### src/rtl/cc_timer16.sv
module cc_timer16 #(
  parameter int W = 16
) (
  input  logic         clk,
  input  logic         rst_n,
  input  logic         cnt_tick,
  input  logic         trig_evt,
  input  logic         cap_evt,
  input  logic         wr_en,
  input  logic [1:0]   wr_addr,
  input  logic [W-1:0] wr_data,
  output logic [W-1:0] count_o,
  output logic [W-1:0] cr0_o,
  output logic [W-1:0] cr1_o,
  output logic         ovf_o,
  output logic         tout_o,
  output logic         irq_o
);
  localparam logic [W-1:0] TOP = '1;

  logic [W-1:0] cnt, cr0, cr1;
  logic [2:0]   mode;
  logic         cap0, cap1, ovf, wrap_hold, tout, irq, cap_pend;
  logic         run, edge_mode, match_mode, t0, t1, adv;
  logic         m0, m1, clr, wrap, wr_ctl, ovf_clr, cap_ev0, cap_ev1, cap_irq;

  assign run        = mode[2:1] != 2'b00;
  assign edge_mode  = mode[2:1] == 2'b10;
  assign match_mode = mode[2:1] == 2'b11;
  assign t0         = run & trig_evt;
  assign t1         = run & cap_evt;
  assign adv        = run & cnt_tick;

  assign m0 = adv & ~cap0 & (cnt == cr0);
  assign m1 = adv & ~cap1 & (cnt == cr1);

  assign clr  = ~run | (edge_mode & t0) | (match_mode & m0);
  assign wrap = adv & (cnt == TOP) & ~(edge_mode & t0) & (~match_mode | (cr0 == TOP));

  assign cap_ev0 = t0 & cap0;
  assign cap_ev1 = t1 & cap1;
  assign cap_irq = cap_pend & adv;

  assign wr_ctl  = wr_en & (wr_addr == 2'd0);
  assign ovf_clr = wr_ctl & ~wr_data[0] & ~wrap_hold;

  always_ff @(posedge clk) begin
    if (!rst_n) begin
      cnt       <= '0;
      cr0       <= '0;
      cr1       <= '0;
      mode      <= 3'b000;
      cap0      <= 1'b0;
      cap1      <= 1'b0;
      ovf       <= 1'b0;
      wrap_hold <= 1'b0;
      tout      <= 1'b0;
      irq       <= 1'b0;
      cap_pend  <= 1'b0;
    end else begin
      if (clr)      cnt <= '0;
      else if (adv) cnt <= cnt + 1'b1;

      if (wr_ctl && (!run || wr_data[3:2] == 2'b00)) mode <= wr_data[3:1];
      if (wr_ctl && !run) begin
        cap0 <= wr_data[4];
        cap1 <= wr_data[5];
      end

      if (cap_ev0)                          cr0 <= cnt;
      else if (wr_en && wr_addr == 2'd1)    cr0 <= wr_data;
      if (cap_ev1)                          cr1 <= cnt;
      else if (wr_en && wr_addr == 2'd2)    cr1 <= wr_data;

      ovf       <= wrap | (ovf & ~ovf_clr);
      wrap_hold <= wrap | (wrap_hold & run & ~adv);
      tout      <= tout ^ (m0 | m1 | (edge_mode & t0));
      irq       <= m0 | m1 | cap_irq;
      cap_pend  <= run & (cap_ev0 | cap_ev1 | (cap_pend & ~adv));
    end
  end

  assign count_o = cnt;
  assign cr0_o   = cr0;
  assign cr1_o   = cr1;
  assign ovf_o   = ovf;
  assign tout_o  = tout;
  assign irq_o   = irq;
endmodule

### config.mk
export PLATFORM = sky130hd
export DESIGN_NAME = cc_timer16
export DESIGN_NICKNAME = d
export VERILOG_FILES = /design/src/rtl/cc_timer16.sv
export SDC_FILE = /design/constraint.sdc
export NUM_CORES = 1
export LEC_CHECK = 0
export BUFFER_PORTS_ARGS = -buffer_cell sky130_fd_sc_hd__buf_2
export CAP_MARGIN = 15
export CORE_UTILIZATION = 45
export DETAILED_ROUTE_END_ITERATION = 10
export HOLD_SLACK_MARGIN = 0.1
export PLACE_DENSITY = 0.72
export SLEW_MARGIN = 20
export SYNTH_ARGS = -nofsm -noshare
export SYNTH_HDL_FRONTEND = slang
export SYNTH_SLANG_ARGS = --single-unit
export TNS_END_PERCENT = 10
### constraint.sdc
create_clock -name clk -period 1.8 [get_ports clk]
set_input_delay 0.36 -clock clk [delete_from_list [all_inputs] [get_ports clk]]
set_output_delay 0.36 -clock clk [all_outputs]
set_load 0.02 [all_outputs]
==> results of run 1 <==
==> per-layer routing <==
metal,part of all wire,vias to the layer above
li1,-,1427
met1,0.44,1447
met2,0.47,108
met3,0.067,17
met4,0.024,0
met5,0,-
==> cell families (layout without fill, tap and decap cells) <==
kind of cell	Yosys count	count (layout)	synth area share
DFF	57	57	0.367
buffers and inverters	36	153	0.0483
AOI/OAI and AO/OA	56	56	0.163
adders and majority gates	1	1	0.00403
and+or+nand+nor	111	111	0.173
xor gates and xnor gates	47	47	0.135
muxes	34	34	0.110
==> how the worst max path moves through the flow <==
stage                     slack, ns   startpoint     end  depth (start not counted)
after global placement        -0.10     cnt_tick  tout_o                          6
after CTS                     -0.07   count_o[0]  tout_o                          6
after detailed placement      -0.15     cnt_tick  tout_o                          6
after global routing          -0.20    cr0_o[12]  tout_o                          5
final                         -0.12  count_o[15]  tout_o                          6
after floorplan               -0.13   count_o[0]  tout_o                          6
==> flip-flops by register name, indices dropped and copies added (netlist names), 2 cells and up <==
signal	count
count_o	16
cr0_o	16
cr1_o	16
mode	2
==> worst max-delay path, delay by kind of cell, from the launching register on <==
family | cells | cell delay [ns]
xor gates and xnor gates | 1 | 0.16
and+or+nand+nor | 3 | 0.96
buffers and inverters | 1 | 0.16
AOI/OAI and AO/OA | 1 | 0.18
DFF | 1 | 0.34
==> timing repair <==
| action | 4_1_cts | 5_1_grt |
|---|---|---|
| resized for setup | 3 | 13 |
| pin swaps | 3 | 8 |
| hold endpoints to repair | 0 | 0 |
| buffers inserted | 0 | 1 |
| endpoints found under the setup margin | 4 | 20 |
| gates cloned | 0 | 0 |
==> through the flow <==
| stage | util | setup TNS [ns] | instance area, um^2 | power, uW | cells |
|---|---|---|---|---|---|
| after floorplan | - | -1.24 | 3150 | 1590 | 342 |
| after global placement | 0.610 | -0.509 | 3970 | 1760 | 520 |
| after detailed placement | 0.610 | -0.776 | 3970 | 1770 | 520 |
| after CTS | 0.643 | -0.0746 | 4180 | 2960 | 535 |
| after global routing | 0.651 | -1.93 | 4230 | 3060 | 536 |
| final | 0.651 | -0.123 | 4230 | 2960 | 536 |
==> power groups by stage <==
stage,Sequential [uW],Combinational (uW),Clock [uW]
final,1330,435,1190
after floorplan,1390,196,0
after global routing,1330,467,1260
after CTS,1330,425,1210
after global placement,1350,410,0
after detailed placement,1350,419,0
==> cell type report <==
cell class	count	area, um^2
clock buffers	12	155
clock inverters	3	40.0
fillers	536	2270
inverters	2	7.51
multi-input cells	249	1860
flip-flops and latches	57	1160
well taps	77	96.3
repair buffers	136	902
==> placed cells by master, fill, tap and decap left out, drive strengths merged <==
master and count:
o21ai 7, nand4 8, o31a 1, xor2 34, nor2 23, buf 136
o22a 1, clkinv 2, bufinv 1, o211ai 2, or4b 1, mux2i 34
or4 1, nand2b 2, o21a 3, or3b 1, and3 4, nor3 3
a31oi 1, clkbuf 12, nand3b 3, a21oi 2, nor4 10, o2111ai 1
or3 3, nor3b 1, o221ai 1, nor2b 2, a21boi 3, o311ai 1
inv 2, nand2 42, xnor2 13, or2 1, dfxtp 57, o211a 32
a21o 1, nand3 6, ha 1
==> metrics.csv, run 1 <==
metric,value,unit
run status,"complete, but fails checks",
failing checks,negative setup slack,
initial antenna violation count,0,
Yosys top cell by area,dfxtp_1,
Leak,0.00257,uW
gr busiest metal,met2,
ys async rst share,0,
r2r endpoint,tout_o,
IO buf count,74,
DIE WIDTH,85.1,um
Final Cycle Share,1.07,
Final Slew Violations,0,
final worst slack,-0.123,ns
largest net degree at the start of global routing,34,
GRT Residual Overflow,0,
DP HPWL,6710,um
CP peak stage delay,0.47,ns
Die H,85.1,um
Worst setup SP type,flip-flop,
first-pass GRT wire length,14200,um
Post-synth EDFFs,0,
vias in the first global route,2836,
Post-Syn Area,3110,um^2
die area,7240,um^2
CP cell instances,buf_4 -> xor2_1 -> nor4_1 -> nand3_1 -> o221ai_2 -> or4b_4,
CP endpoint kind,flip-flop,
Critical Path AT,2.13,ns
clk slew on worst S/H paths,0.06,ns
most frequent cell after synthesis,dfxtp_1,
"Clk Latency, worst-skew pair",0.34,ns
Root Buffer,clkbuf_8,
RSZ-0062 raised after global routing,true,
final net count,480,
H-tree depth,3,
Reg2Reg Depth,6,
Worst Hold Class,in2reg,
hold_buf cts,0,
Core Box Area,6490,um^2
NetSw,756,uW
P&R area growth vs syn,35.9,%
Routed WL,9240,um
via count,2999,
headroom to the max-slew limit,0.712,
Syn Area/Cell,9.09,um^2
crit path time final,1.92,ns
CTS tree,built,
final hold viol count,0,
CP Class,reg2reg,
Clock Skews,0.00605,ns
critical path's slowest cell,or4b_4,
Netlist cell types,41,
"Top FF cell, synth",dfxtp_1,
Cell Int Power,2200,uW
DR WL/cell,17.2,um
Place WS,-0.147,ns
fmax,520,MHz
met3 usage,0.0700,
setup violators final,1,
Hold Path End,cap1,
number of routed nets with antenna violations,0,
FF-to-FF Start,count_o[15],
DRC viols,0,
Row Count,29,
First-pass DRT Iterations,4,
gpl congestion,0.895,
Synth Net Count,367,
cts bufs inserted,9,
#FFs+latches synth,57,
CP Max Fanout,4,
Switching Fraction,0.256,
sequential share of power,0.450,
main area contributors after synthesis,"dfxtp_1 37%, mux2i_1 11%, o211a_1 10%, xor2_1 9.6%, nand2_1 5.1%",
share of power burned in combinational logic,0.147,
CTS sink cnt,57,
Max Cap Viol,0,
hold slack,0.347,ns
ANT cells,0,
Hold Path Depth,3,
initial DRC count,196,
met2 Use GR,0.419,
Via density,5.60,
Clock Path Buffers,2,
Post-synth top cells,"57 x dfxtp_1, 42 x nand2_1, 34 x mux2i_1, 34 x xor2_1, 32 x o211a_1",
Synth top area share,0.367,
Max IR drop VDD,0.411,mV
# IOs,75,
sequential cell area fraction in the yosys report,0.367,
min-delay src,wr_data[5],
layout cell share with drive strength beyond 1,0.386,
CP Data Required Time,2.01,ns
power per standard cell area,700,nW/um^2
Synth Instances,342,
r2r setup slk,-0.12,ns
yosys warns,0,
GR Util met1,0.327,
worst-margin pin slew,0.428,ns
total track usage,0.258,
Clock power frac,0.403,
effective utilization at floorplan,0.479,
Note: power is estimated with default switching activity, not from simulation.
==> run 2: changes to the inputs <==
--- a/config.mk
+++ b/config.mk
@@ -10,7 +10,7 @@
 export CORE_UTILIZATION = 45
 export DETAILED_ROUTE_END_ITERATION = 10
 export HOLD_SLACK_MARGIN = 0.1
-export PLACE_DENSITY = 0.72
+export PLACE_DENSITY = 0.69
 export SLEW_MARGIN = 20
 export SYNTH_ARGS = -nofsm -noshare
 export SYNTH_HDL_FRONTEND = slang
==> constraint.sdc (replaced) <==
create_clock -name clk -period 2.15 [get_ports clk]
set_input_delay 0.43 -clock clk [delete_from_list [all_inputs] [get_ports clk]]
set_output_delay 0.43 -clock clk [all_outputs]
set_load 0.01 [all_outputs]
==> run 2 against run 1 <==
Effect of this change:
- the run now ends clean
- first-iteration DRC count fell by 23%
- sequential cell count is the same
- setup slack better by 0.26 ns
- die area stayed put
- utilization fell by 6.9 points
- routed wire length decreased by 9.4%
- combinational power is 36% lower
- clock power is 24% lower
- critical endpoint unchanged
- largest cell class unchanged
==> metrics.csv, run 2 (synthesis results as in run 1) <==
metric,value,unit,change
gr busiest metal,met2,,
cts bufs inserted,9,,unchanged
final worst slack,0.136,ns,+0.259 ns
Die H,85.1,um,unchanged
met2 Use GR,0.376,,-0.0433
headroom to the max-slew limit,0.660,,-0.0513
"Clk Latency, worst-skew pair",0.35,ns,about the same
DR WL/cell,16.8,um,-2.5%
final hold viol count,0,,unchanged
hold slack,0.381,ns,+0.0346 ns
Clock Path Buffers,2,,unchanged
Final Cycle Share,0.937,,-0.132
Final Slew Violations,0,,unchanged
post-CTS setup buffer count,0,,unchanged
die area,7240,um^2,unchanged
"commonest non-fill, non-tap cell in the layout",buf_2,,
number of routed nets with antenna violations,0,,unchanged
min-delay src,wr_data[4],,
Worst Hold Class,in2reg,,
FILL cells,608,,+13%
First-pass DRT Iterations,4,,unchanged
via count,2732,,-8.9%
initial DRC count,151,,-23%
clk slew on worst S/H paths,0.06,ns,about the same
crit path time final,2.01,ns,+0.0906 ns
Routed WL,8380,um,-9.4%
DRC viols,0,,unchanged
Via density,5.49,,-2.0%
fmax,497,MHz,-4.5%
multi-input logic area,1820,um^2,-2.4%
RSZ-0062 raised after global routing,false,,
Core Box Area,6490,um^2,unchanged
register area,1140,um^2,-1.8%
Clock Skews,0.00572,ns,-0.000328 ns
setup violators final,0,,-1
CTS sink cnt,57,,unchanged
crit path from,count_o[12],,
setup TNS,0,ns,+0.123 ns
FF-to-FF Start,count_o[12],,
CP endpoint kind,flip-flop,,
# IOs,75,,unchanged
first-pass GRT wire length,13100,um,-7.8%
P&R area growth vs syn,21.6,%,
layout cell share with drive strength beyond 1,0.278,,-0.108
initial antenna violation count,0,,unchanged
worst-margin pin slew,0.504,ns,+0.0761 ns
H-tree depth,3,,unchanged
GRT Residual Overflow,0,,unchanged
Critical Path AT,2.24,ns,+0.11 ns
run status,completed,,
largest net degree at the start of global routing,34,,unchanged
CP Class,reg2reg,,
Worst setup SP type,flip-flop,,
Finished Layout Cells,498,,-7.1%
dpl cells,482,,-7.3%
total track usage,0.242,,-0.0156
effective utilization at floorplan,0.479,,unchanged
CTS tree,built,,
Row Count,29,,unchanged
Max IR drop VDD,0.450,mV,+9.4%
power per standard cell area,609,nW/um^2,-13%
vias in the first global route,2475,,-13%
Power Total,2300,uW,-22%
gpl congestion,0.880,,-1.7%
CP Max Fanout,7,,+3
final net count,441,,-8.1%
Leak,0.00231,uW,-9.9%
Max Cap Viol,0,,unchanged
most frequent cells in the layout,"74 x buf_2, 57 x dfxtp_1, 42 x nand2_1, 34 x mux2i_1, 34 x xor2_1",,
hold_buf cts,0,,unchanged
GR Util met1,0.321,,-0.00602
Place WS,0.128,ns,+0.275 ns
Root Buffer,clkbuf_8,,
CP Data Required Time,2.37,ns,+0.36 ns
DIE WIDTH,85.1,um,unchanged
IO buf count,74,,unchanged
ANT cells,0,,unchanged
Resized cells post-CTS,0,,-3
DP HPWL,6190,um,-7.8%
met3 usage,0.0671,,-0.00292
[run 2: cell types whose count changed in the layout (fill, tap and decap cells not counted), moves of 2 or more]
| cell | previous run | this run |
|---|---|---|
| buf_12 | 5 | 0 |
| nor4_1 | 8 | 10 |
| dfxtp_1 | 44 | 57 |
| dfxtp_2 | 11 | 0 |
| nor4_2 | 2 | 0 |
| buf_4 | 56 | 23 |
| dfxtp_4 | 2 | 0 |
[run 2: through the flow]
step | util | cell area [um^2]
after detailed placement | 0.555 | 3600
after CTS | 0.582 | 3780
after global placement | 0.555 | 3600
final | 0.582 | 3780
after global routing | 0.582 | 3780
after floorplan | - | 3110
[run 2: final timing paths]
path                                  to  slack [ns]  cells after the start
worst min register to register  cap_pend        0.50                      2
worst min-delay path                cap0        0.38                      3
worst max-delay path              tout_o        0.14                      5
worst max register to register    tout_o        0.14                      5
[run 2: final cells by class]
| cell class | instances | share of cell area |
|---|---|---|
| sequential | 57 | 0.302 |
| multi-input combinational | 249 | 0.481 |
| clock buffer | 13 | 0.0421 |
| tap | 77 | 0.0255 |
| clock inverter | 3 | 0.00397 |
| inverter | 2 | 0.00199 |
| timing repair buffer | 97 | 0.144 |
[run 2: report_power, final]
part | switching [uW] | total (uW) | internal (uW) | leakage [uW]
clock | 427 | 902 | 475 | 0.0000932
combinational | 150 | 279 | 129 | 0.00176
sequential | 33.1 | 1120 | 1090 | 0.000462
total | 609 | 2300 | 1690 | 0.00231
[run 2: layer usage]
layer / vias up / share of wire
met4: 0 / 0.016
met2: 86 / 0.44
met5: - / 0
met1: 1286 / 0.47
li1: 1348 / -
met3: 12 / 0.066
[run 2: worst max-delay path: stages, from the launching register on]
cell	delay [ns]
dfxtp_1	0.51
xor2_1	0.12
nor4_1	0.31
nand3_1	0.27
o221ai_1	0.24
or4b_1	0.44
